<file path="config.mk">
export PLATFORM = sky130hd
export DESIGN_NAME = cke_state_tracker
export DESIGN_NICKNAME = d
export VERILOG_FILES = /design/src/rtl/cke_trk_pkg.sv /design/src/rtl/cke_cmd_decode.sv /design/src/rtl/cke_xsr_timer.sv /design/src/rtl/cke_state_tracker.sv
export SDC_FILE = /design/constraint.sdc
export NUM_CORES = 1
export LEC_CHECK = 0
export CORE_MARGIN = 2
export CORE_UTILIZATION = 25
export DETAILED_ROUTE_END_ITERATION = 12
export HOLD_SLACK_MARGIN = 0.08
export SLEW_MARGIN = 25
export SYNTH_ARGS = -nofsm -noshare
export SYNTH_HDL_FRONTEND = slang
export SYNTH_SLANG_ARGS = --single-unit
export TNS_END_PERCENT = 5
</file>
<file path="constraint.sdc">
create_clock -name clk -period 1.9 [get_ports clk]
set_clock_uncertainty 0.1 [all_clocks]
set_input_delay 0.285 -clock clk [delete_from_list [all_inputs] [get_ports clk]]
set_output_delay 0.285 -clock clk [all_outputs]
set_load 0.03 [all_outputs]
</file>
<file path="src/rtl/cke_trk_pkg.sv">
package cke_trk_pkg;

   typedef enum logic [2:0] {
      ST_IDLE = 3'd0,
      ST_RW   = 3'd1,
      ST_PDN  = 3'd2,
      ST_SREF = 3'd3,
      ST_CSUS = 3'd4,
      ST_SRX  = 3'd5
   } trk_state_t;

   typedef enum logic [2:0] {
      C_NOP   = 3'd0,
      C_AREF  = 3'd1,
      C_RDWR  = 3'd2,
      C_PRE   = 3'd3,
      C_OTHER = 3'd4
   } trk_cmd_t;

endpackage

</file>
<file path="src/rtl/cke_cmd_decode.sv">
module cke_cmd_decode
   import cke_trk_pkg::*;
(
   input  logic     cs_n,
   input  logic     ras_n,
   input  logic     cas_n,
   input  logic     we_n,
   output trk_cmd_t cmd
);

   always_comb begin
      if (cs_n) begin
         cmd = C_NOP;
      end else begin
         unique case ({ras_n, cas_n, we_n})
            3'b111:         cmd = C_NOP;
            3'b001:         cmd = C_AREF;
            3'b101, 3'b100: cmd = C_RDWR;
            3'b010:         cmd = C_PRE;
            default:        cmd = C_OTHER;
         endcase
      end
   end

endmodule

</file>
<file path="src/rtl/cke_xsr_timer.sv">
module cke_xsr_timer #(
   parameter int XSR_CYC  = 8,
   parameter int MIN_NOPS = 2
) (
   input  logic clk,
   input  logic rst_n,
   input  logic load,
   input  logic run,
   input  logic nop_in,
   output logic done
);

   localparam int CW = $clog2(XSR_CYC + 1);

   logic [CW-1:0] cnt;
   logic          enough;

   always_ff @(posedge clk) begin
      if (!rst_n) begin
         cnt <= CW'(XSR_CYC);
      end else if (load) begin
         cnt <= CW'(XSR_CYC);
      end else if (run && cnt > CW'(1)) begin
         cnt <= cnt - CW'(1);
      end
   end

   generate
      if (MIN_NOPS > 0) begin : g_nop_count
         localparam int NW = $clog2(MIN_NOPS + 1);
         logic [NW-1:0] nops;
         always_ff @(posedge clk) begin
            if (!rst_n || load) begin
               nops <= '0;
            end else if (run && nop_in && nops < NW'(MIN_NOPS)) begin
               nops <= nops + NW'(1);
            end
         end
         assign enough = (int'(nops) + int'(nop_in)) >= MIN_NOPS;
      end else begin : g_no_nop_count
         assign enough = 1'b1;
      end
   endgenerate

   assign done = run && (cnt == CW'(1)) && enough;

   a_r8_cnt_nonzero: assert property (@(posedge clk) disable iff (!rst_n)
      run |-> (cnt != '0))
      else $error("recovery counter at zero while running");

endmodule

</file>
<file path="src/rtl/cke_state_tracker.sv">
module cke_state_tracker
   import cke_trk_pkg::*;
#(
   parameter int XSR_CYC  = 8,
   parameter int MIN_NOPS = 2
) (
   input  logic       clk,
   input  logic       rst_n,
   input  logic       cke,
   input  logic       cs_n,
   input  logic       ras_n,
   input  logic       cas_n,
   input  logic       we_n,
   output logic [2:0] state_o,
   output logic       cmd_ready,
   output logic       illegal_err
);

   generate
      if (XSR_CYC < 2) begin : g_bad_xsr
         $error("XSR_CYC must be at least 2");
      end
      if (MIN_NOPS > XSR_CYC) begin : g_bad_nops
         $error("MIN_NOPS cannot exceed XSR_CYC");
      end
   endgenerate

   trk_cmd_t   cmd;
   trk_state_t st, nxt;
   logic       ck_q, bad, start, run, nop_ok, done;

   cke_cmd_decode u_dec (
      .cs_n (cs_n),
      .ras_n(ras_n),
      .cas_n(cas_n),
      .we_n (we_n),
      .cmd  (cmd)
   );

   assign run    = (st == ST_SRX);
   assign nop_ok = run && ck_q && cke && (cmd == C_NOP);

   cke_xsr_timer #(
      .XSR_CYC (XSR_CYC),
      .MIN_NOPS(MIN_NOPS)
   ) u_timer (
      .clk   (clk),
      .rst_n (rst_n),
      .load  (start),
      .run   (run),
      .nop_in(nop_ok),
      .done  (done)
   );

   always_comb begin
      nxt   = st;
      bad   = 1'b0;
      start = 1'b0;
      unique case (st)
         ST_IDLE: if (ck_q) begin
            if (cke) begin
               if (cmd == C_RDWR) nxt = ST_RW;
            end else if (cmd == C_NOP) begin
               nxt = ST_PDN;
            end else if (cmd == C_AREF) begin
               nxt = ST_SREF;
            end else begin
               bad = 1'b1;
            end
         end
         ST_RW: if (ck_q) begin
            if (cke) begin
               if (cmd == C_PRE) nxt = ST_IDLE;
            end else begin
               nxt = ST_CSUS;
            end
         end
         ST_PDN: begin
            if (ck_q) bad = 1'b1;
            else if (cke) begin
               if (cmd == C_NOP) nxt = ST_IDLE;
               else bad = 1'b1;
            end
         end
         ST_SREF: begin
            if (ck_q) bad = 1'b1;
            else if (cke) begin
               if (cmd == C_NOP) begin
                  nxt   = ST_SRX;
                  start = 1'b1;
               end else begin
                  bad = 1'b1;
               end
            end
         end
         ST_CSUS: begin
            if (ck_q) bad = 1'b1;
            else if (cke) nxt = ST_RW;
         end
         ST_SRX: begin
            if (nop_ok) begin
               if (done) nxt = ST_IDLE;
            end else begin
               bad = 1'b1;
            end
         end
         default: begin
            nxt = ST_IDLE;
            bad = 1'b1;
         end
      endcase
   end

   always_ff @(posedge clk) begin
      if (!rst_n) begin
         st          <= ST_IDLE;
         ck_q        <= 1'b0;
         illegal_err <= 1'b0;
      end else begin
         st   <= nxt;
         ck_q <= cke;
         if (bad) illegal_err <= 1'b1;
      end
   end

   assign state_o   = st;
   assign cmd_ready = ((st == ST_IDLE) || (st == ST_RW)) && ck_q;

   a_r11_err_sticky: assert property (@(posedge clk) disable iff (!rst_n)
      illegal_err |=> illegal_err)
      else $error("error flag cleared");

   a_r11_hold_on_err: assert property (@(posedge clk) disable iff (!rst_n)
      $rose(illegal_err) |-> $stable(state_o))
      else $error("state moved on an illegal edge");

   a_r6_lp_hold: assert property (@(posedge clk) disable iff (!rst_n)
      ((st == ST_PDN || st == ST_SREF || st == ST_CSUS) && !ck_q && !cke)
      |=> $stable(state_o))
      else $error("low-power state not held");

   a_r5_suspend_entry: assert property (@(posedge clk) disable iff (!rst_n)
      (st == ST_RW && ck_q && !cke) |=> (state_o == 3'd4))
      else $error("clock suspend not entered");

   a_r10_suspend_exit: assert property (@(posedge clk) disable iff (!rst_n)
      (st == ST_CSUS && !ck_q && cke) |=> (state_o == 3'd1))
      else $error("clock suspend not left");

   a_r7_pdn_exit_ready: assert property (@(posedge clk) disable iff (!rst_n)
      (st == ST_PDN && !ck_q && cke && cmd == C_NOP) |=> cmd_ready)
      else $error("not ready after power-down exit");

   a_r8_srx_from_sref: assert property (@(posedge clk) disable iff (!rst_n)
      $rose(state_o == 3'd5) |-> ($past(state_o) == 3'd3))
      else $error("recovery entered from a state other than self refresh");

endmodule

</file>
==> results of run 1 <==
## cell type report
cell class              instances  area, um2  area share (%)
inverters                       4       15.0            1.50
well taps                      33       41.3            4.12
flip-flops and latches         11        220            22.0
multi-input cells              74        510            50.9
repair buffers                 21        189            18.9
clock buffers                   4       26.3            2.62
## power groups by stage
stage                     Clock, mW  Combinational [mW]  Sequential (mW)
final                         0.158               0.317            0.275
after global routing          0.181               0.341            0.278
after CTS                     0.162               0.318            0.274
after detailed placement          0               0.319            0.280
after global placement            0               0.311            0.280
after floorplan                   0               0.182            0.304
## cell usage in the layout (no fill, tap or decap), types with 2 or more instances in the layout
| cell type | instances |
|---|---|
| nor3b_1 | 4 |
| nand3_1 | 2 |
| dfxtp_1 | 11 |
| o21bai_1 | 2 |
| nand2_1 | 9 |
| clkbuf_4 | 3 |
| ha_1 | 2 |
| xnor2_1 | 3 |
| nand3b_4 | 2 |
| a21oi_1 | 9 |
| dlymetal6s2s_1 | 2 |
| o21ai_0 | 3 |
| nor2_1 | 12 |
| buf_4 | 10 |
| inv_1 | 4 |
| mux2i_1 | 2 |
| a311oi_1 | 2 |
| nor3_1 | 3 |
| a21oi_2 | 2 |
| clkdlybuf4s50_1 | 8 |
## what timing repair did
action / CTS / global route
setup endpoints to repair: 1 / 2
setup buffers: 0 / 0
gates resized for setup: 1 / 2
hold endpoints to repair: 0 / 0
## sequential cells by signal, summed over array words and instances, names as in the netlist
signal / count
u_timer.cnt: 4
illegal_err: 1
state_o: 3
ck_q: 1
u_timer.g_nop_count.nops: 2
## stage by stage
step	utilization [%]	TNS (ns)	cell area, um2	hold slack, ns
floorplan	-	0	776	0.312
finish	33.4	0	1000	0.406
global placement	32.4	-0.289	972	0.387
detailed placement	32.4	-0.587	972	0.396
CTS	33.2	0	997	0.411
global route	33.4	0	1000	0.446
## per-layer routing
layer	GRT usage (%)	wire length, um	vias up
met4	1.90	10	0
met5	0	0	-
met3	4.76	113	2
met1	12.0	796	355
li1	-	-	374
met2	19.3	913	16
## path summary, 6_finish.rpt
check                                             endpoint  slack (ns)  cells after the start                                startpoint
setup / recovery                   state_o[2]$_SDFFE_PN0P_        0.16                      6               u_timer.cnt[0]$_SDFFE_PP0P_
hold / removal    u_timer.g_nop_count.nops[1]$_SDFFE_PP0P_        0.41                      2  u_timer.g_nop_count.nops[1]$_SDFFE_PP0P_
setup reg to reg                   state_o[2]$_SDFFE_PN0P_        0.16                      6               u_timer.cnt[0]$_SDFFE_PP0P_
hold reg to reg   u_timer.g_nop_count.nops[1]$_SDFFE_PP0P_        0.41                      2  u_timer.g_nop_count.nops[1]$_SDFFE_PP0P_
## kinds of logic after synthesis
family / share of synthesized area, %
AND/OR/NAND/NOR: 28.1
multiplexers: 2.58
XOR/XNOR: 4.52
AO/OA/AOI/OAI: 27.4
flip-flops: 28.4
adder cells (fa/ha/maj): 3.23
buffers and inverters: 5.80
## synth_stat cells (3+ instances only)
| library cell | number |
|---|---|
| a21oi_1 | 9 |
| buf_2 | 3 |
| dfxtp_1 | 11 |
| inv_1 | 4 |
| nand2_1 | 9 |
| nor2_1 | 12 |
| nor3_1 | 3 |
| nor3b_1 | 4 |
| o21ai_0 | 3 |
| xnor2_1 | 3 |
## worst max-delay path: stages, from the launching register on
cell and delay, ns:
dfxtp_1 0.39, ha_1 0.19, nor3b_1 0.25, nand2_1 0.09, o31a_2 0.30, a21oi_1 0.18
a311oi_1 0.12
==> summary.txt, run 1 <==
data required time of the worst path - 1.94 ns
synthesis-to-layout area growth - 29.2%
area of the core region - 3000 um2
portion of total power attributed to combinational logic - 42.3%
clk slew on worst S/H paths - 0.07 ns
Max VDD drop - 0.345 mV
crit path max fanout - 4
Setup-failing EPs final - 0
classification of the worst setup path - flip-flop to flip-flop
flip-flop and latch count after synthesis - 11
I/O pin count - 12
number of global-route vias before repair - 688
Die Height - 59.7 um
cell at the root of the clock tree - clkbuf_4
pin count of the biggest net entering global routing - 15
RSZ-0062 raised after global routing - no
die area - 3560 um2
number of antenna violations at the first check in global routing - 0
final period demand of the worst path - 1.74 ns
Syn. warnings - 0
number of fillers in the final layout - 316
Maximum Capacitance Violations - 0
worst setup timing slack at the placement stage - -0.0775 ns
peak clock frequency supported by timing - 576 MHz
fraction of layout instances using a drive strength above 1 - 20.2%
capturing element type of the critical path - flip-flop
synthesized cell area - 776 um2
clk sinks - 11
cell-internal power - 0.472 mW
buffer depth of the longest clock path - 2
number of buffers added to fix hold violations after cts - 0
power density of the placed cells - 747 nW/um2
final-report hold violation count - 0
library cells used by synthesis - 35
run status - completed
max-slew violations - 0
worst hold path type - flip-flop to flip-flop
part of the total power dissipated in sequential elements - 36.7%
number of levels the H-tree was split into - 1
actual transition at the worst max-transition pin - 0.461 ns
Cells after Synth - 94
starting DRC count in detailed routing - 14
effective utilization at floorplan - 25.8%
top cell type by total area after synthesis - dfxtp_1
vias per cell - 5.08
Die Span X - 59.7 um
Seq/Total Area, Yosys - 28.4%
synth top area cells - dfxtp_1 (28%), a21oi_1 (5.8%), nor2_1 (5.8%)
count of standard-cell rows - 20
# nets final - 124
Tot Pwr - 0.749 mW
Port Buffers - 11
latest clock arrival within the worst-skew pair - 0.27 ns
detailed-route DRC error count - 0
antenna violation net count after detailed routing - 0
NetSw - 0.277 mW
net count after synthesis - 103
leakage component of the power - 0.431 nW
final clock period utilization by the worst path - 91.4%
crit start category - flip-flop
DR vias - 747
syn avg cell area - 8.25 um2
clock network fraction of total power - 21.0%
CTS tree - yes
Cells after DPL - 143
wire length of the first global-routing pass - 2870 um
worst path arrival time - 1.78 ns
Wirelength per Cell - 12.5 um
Overflow after GRT - 0
final worst-path setup slack - 0.163 ns
switch share - 37.0%
global-route usage over all layers - 10.8%
Num CTS Buffers - 3
Post-synth ARST share - 0%
Synth top area share - 28.4%
Synth Flop Type - dfxtp_1
number of optimization iterations in the first detailed-route pass - 4
final weighted congestion in routability-driven placement - 0.855
routed wire length - 1830 um
ANT cells - 0
number of non-filler instances in the completed layout - 147
DP HPWL - 1380 um
Slew Limit Headroom - 69.1%
Post-synth EDFFs - 0
No activity file was read; power rests on OpenSTA's default activity.
==> run 2: changes to the inputs <==
CAP_MARGIN = 20   (was not set)
==> results of run 2 <==
Final layout, timing and power as in run 1 (identical DEF).
==> run 3: changes to the inputs <==
--- a/constraint.sdc
+++ b/constraint.sdc
@@ -4,2 +4,2 @@
 set_output_delay 0.285 -clock clk [all_outputs]
-set_load 0.03 [all_outputs]
+set_load 0.05 [all_outputs]
==> run 3 against run 2 <==
  * Sequential power up 9.5%
  * Non-clock buffer count down 5
  * Clock power about the same
  * Worst hold slack worse by 0.0038 ns
  * Via count down 5.9%
  * Worst setup slack worse by 0.053 ns
  * Cell area up 0.37%
==> summary.txt, run 3 (synthesis results as in run 1) <==
Die Span X - 59.7 um (unchanged)
DR vias - 703 (-5.9%)
routed wire length - 1720 um (-6.4%)
buffer depth of the longest clock path - 2 (unchanged)
Maximum Capacitance Violations - 0 (unchanged)
Cells after DPL - 138 (-3.5%)
final clock period utilization by the worst path - 94.2% (+2.8 points)
Max VDD drop - 0.289 mV (-16%)
clk slew on worst S/H paths - 0.07 ns (about the same)
area of the core region - 3000 um2 (unchanged)
vias per cell - 4.95 (-2.6%)
Die Height - 59.7 um (unchanged)
Setup-failing EPs final - 0 (unchanged)
number of non-filler instances in the completed layout - 142 (-3.4%)
number of antenna violations at the first check in global routing - 0 (unchanged)
classification of the worst setup path - flip-flop to primary output
register with the highest flop count - u_timer.cnt
latest clock arrival within the worst-skew pair - 0.27 ns (about the same)
Post CTS Setup Buffer Count - 0 (unchanged)
post-route worst hold slack - 0.402 ns (-0.00379 ns)
final weighted congestion in routability-driven placement - 0.775 (-9.3%)
number of buffers added to fix hold violations after cts - 0 (unchanged)
Num CTS Buffers - 3 (unchanged)
Overflow after GRT - 0 (unchanged)
I/O pin count - 12 (unchanged)
global-route usage over all layers - 11.3% (+0.43 points)
Register Area - 220 um2 (unchanged)
multi-input gate area in the final layout - 515 um2 (+0.98%)
final-report hold violation count - 0 (unchanged)
fraction of layout instances using a drive strength above 1 - 21.1% (+0.93 points)
number of optimization iterations in the first detailed-route pass - 4 (unchanged)
leakage component of the power - 0.394 nW (-8.4%)
Port Buffers - 11 (unchanged)
data required time of the worst path - 1.51 ns (-0.43 ns)
actual transition at the worst max-transition pin - 0.546 ns (+0.0847 ns)
setup slack of the worst register-to-register path - 0.16 ns (about the same)
worst setup timing slack at the placement stage - -0.0928 ns (-0.0153 ns)
wire length of the first global-routing pass - 2970 um (+3.4%)
Wirelength per Cell - 12.1 um (-3.1%)
number of fillers in the final layout - 325 (+2.8%)
pin count of the biggest net entering global routing - 14 (-1)
# nets final - 119 (-4.0%)
effective utilization at floorplan - 25.8% (unchanged)
peak clock frequency supported by timing - 559 MHz (-3.0%)
critical path's slowest cell - clkdlybuf4s50_1
crit path max fanout - 2 (-2)
sum of negative setup slack - 0 ns (unchanged)
cell-by-cell trace of the critical path - clkdlybuf4s50_1
CTS tree - yes
max-slew violations - 0 (unchanged)
quantity of gates resized following cts - 0 (-1)
cell at the root of the clock tree - clkbuf_4
number of buffer and inverter instances along the worst setup path - 1 (+1)
RSZ-0062 raised after global routing - no
die area - 3560 um2 (unchanged)
clk sinks - 11 (unchanged)
number of levels the H-tree was split into - 1 (unchanged)
worst hold path type - flip-flop to flip-flop
ANT cells - 0 (unchanged)
most common cell after layout, fill and taps aside - nor2_1
final worst-path setup slack - 0.110 ns (-0.0534 ns)
final period demand of the worst path - 1.79 ns (+0.0534 ns)
capturing element type of the critical path - primary output
starting DRC count in detailed routing - 22 (+8)
count of standard-cell rows - 20 (unchanged)
Largest delay share family, worst path - buffers and inverters
leading cell types in the layout, fill and taps excluded - nor2_1 (12), dfxtp_1 (11), a21oi_1 (9), nand2_1 (9), clkdlybuf4s50_1 (7)
antenna violation net count after detailed routing - 0 (unchanged)
synthesis-to-layout area growth - 29.7%
maximum cell stage delay along the critical path - 0.80 ns (+0.41 ns)
worst path arrival time - 1.41 ns (-0.37 ns)
crit start category - flip-flop
run status - completed
Slew Limit Headroom - 63.6% (-5.5 points)
number of flip-flops under the largest register name - 4 (unchanged)
detailed-route DRC error count - 0 (unchanged)
power density of the placed cells - 796 nW/um2 (+6.6%)
DP HPWL - 1270 um (-8.3%)
number of global-route vias before repair - 698 (+1.5%)
run 3: cell count changes in the layout (fill, tap and decap cells not counted):
cell	change
nor3b_1	-1
dlygate4sd2_1	-1
buf_12	+4
nor3b_2	+1
dlymetal6s2s_1	-2
buf_4	-5
clkdlybuf4s50_1	-1
run 3: path summary, 6_finish.rpt:
path                                                                  to  cells after the start                                     start
worst min register to register  u_timer.g_nop_count.nops[1]$_SDFFE_PP0P_                      2  u_timer.g_nop_count.nops[1]$_SDFFE_PP0P_
worst max-delay path                                         illegal_err                      1                  illegal_err$_SDFFE_PN0P_
worst max register to register               u_timer.cnt[2]$_SDFFE_PP0P_                      7               u_timer.cnt[0]$_SDFFE_PP0P_
worst min-delay path            u_timer.g_nop_count.nops[1]$_SDFFE_PP0P_                      2  u_timer.g_nop_count.nops[1]$_SDFFE_PP0P_
run 3: cell type report:
class	count	area share, %
multi-input cells	74	51.2
flip-flops and latches	11	21.9
repair buffers	16	18.7
well taps	33	4.10
clock buffers	4	2.61
inverters	4	1.49
run 3: through the flow:
stage	power, mW	instance area (um2)	util (%)
after floorplan	0.515	781	-
after global placement	0.641	980	32.6
after detailed placement	0.644	980	32.6
after CTS	0.812	1010	33.5
after global routing	0.864	1010	33.5
final	0.801	1010	33.5
run 3: per-layer routing:
metal	routed length [um]	GRT usage, %	vias up
met3	100	5.19	4
met2	757	17.7	17
met1	833	12.9	321
met4	24	5.40	0
met5	0	0	-
li1	-	-	361
run 3: worst reg2reg max path, cell delays in order (launching register included):
cell	delay, ns
dfxtp_1	0.40
inv_1	0.07
ha_1	0.20
or2_2	0.30
a21oi_2	0.28
nand2_1	0.11
xor2_1	0.13
nor2_1	0.05
run 3: where the power goes:
group          total, mW  leakage [nW]  switching (mW)  internal (mW)
clock              0.161        0.0150          0.0795         0.0815
combinational      0.339         0.290           0.179          0.161
sequential         0.301        0.0894          0.0493          0.251
total              0.801         0.394           0.307          0.494
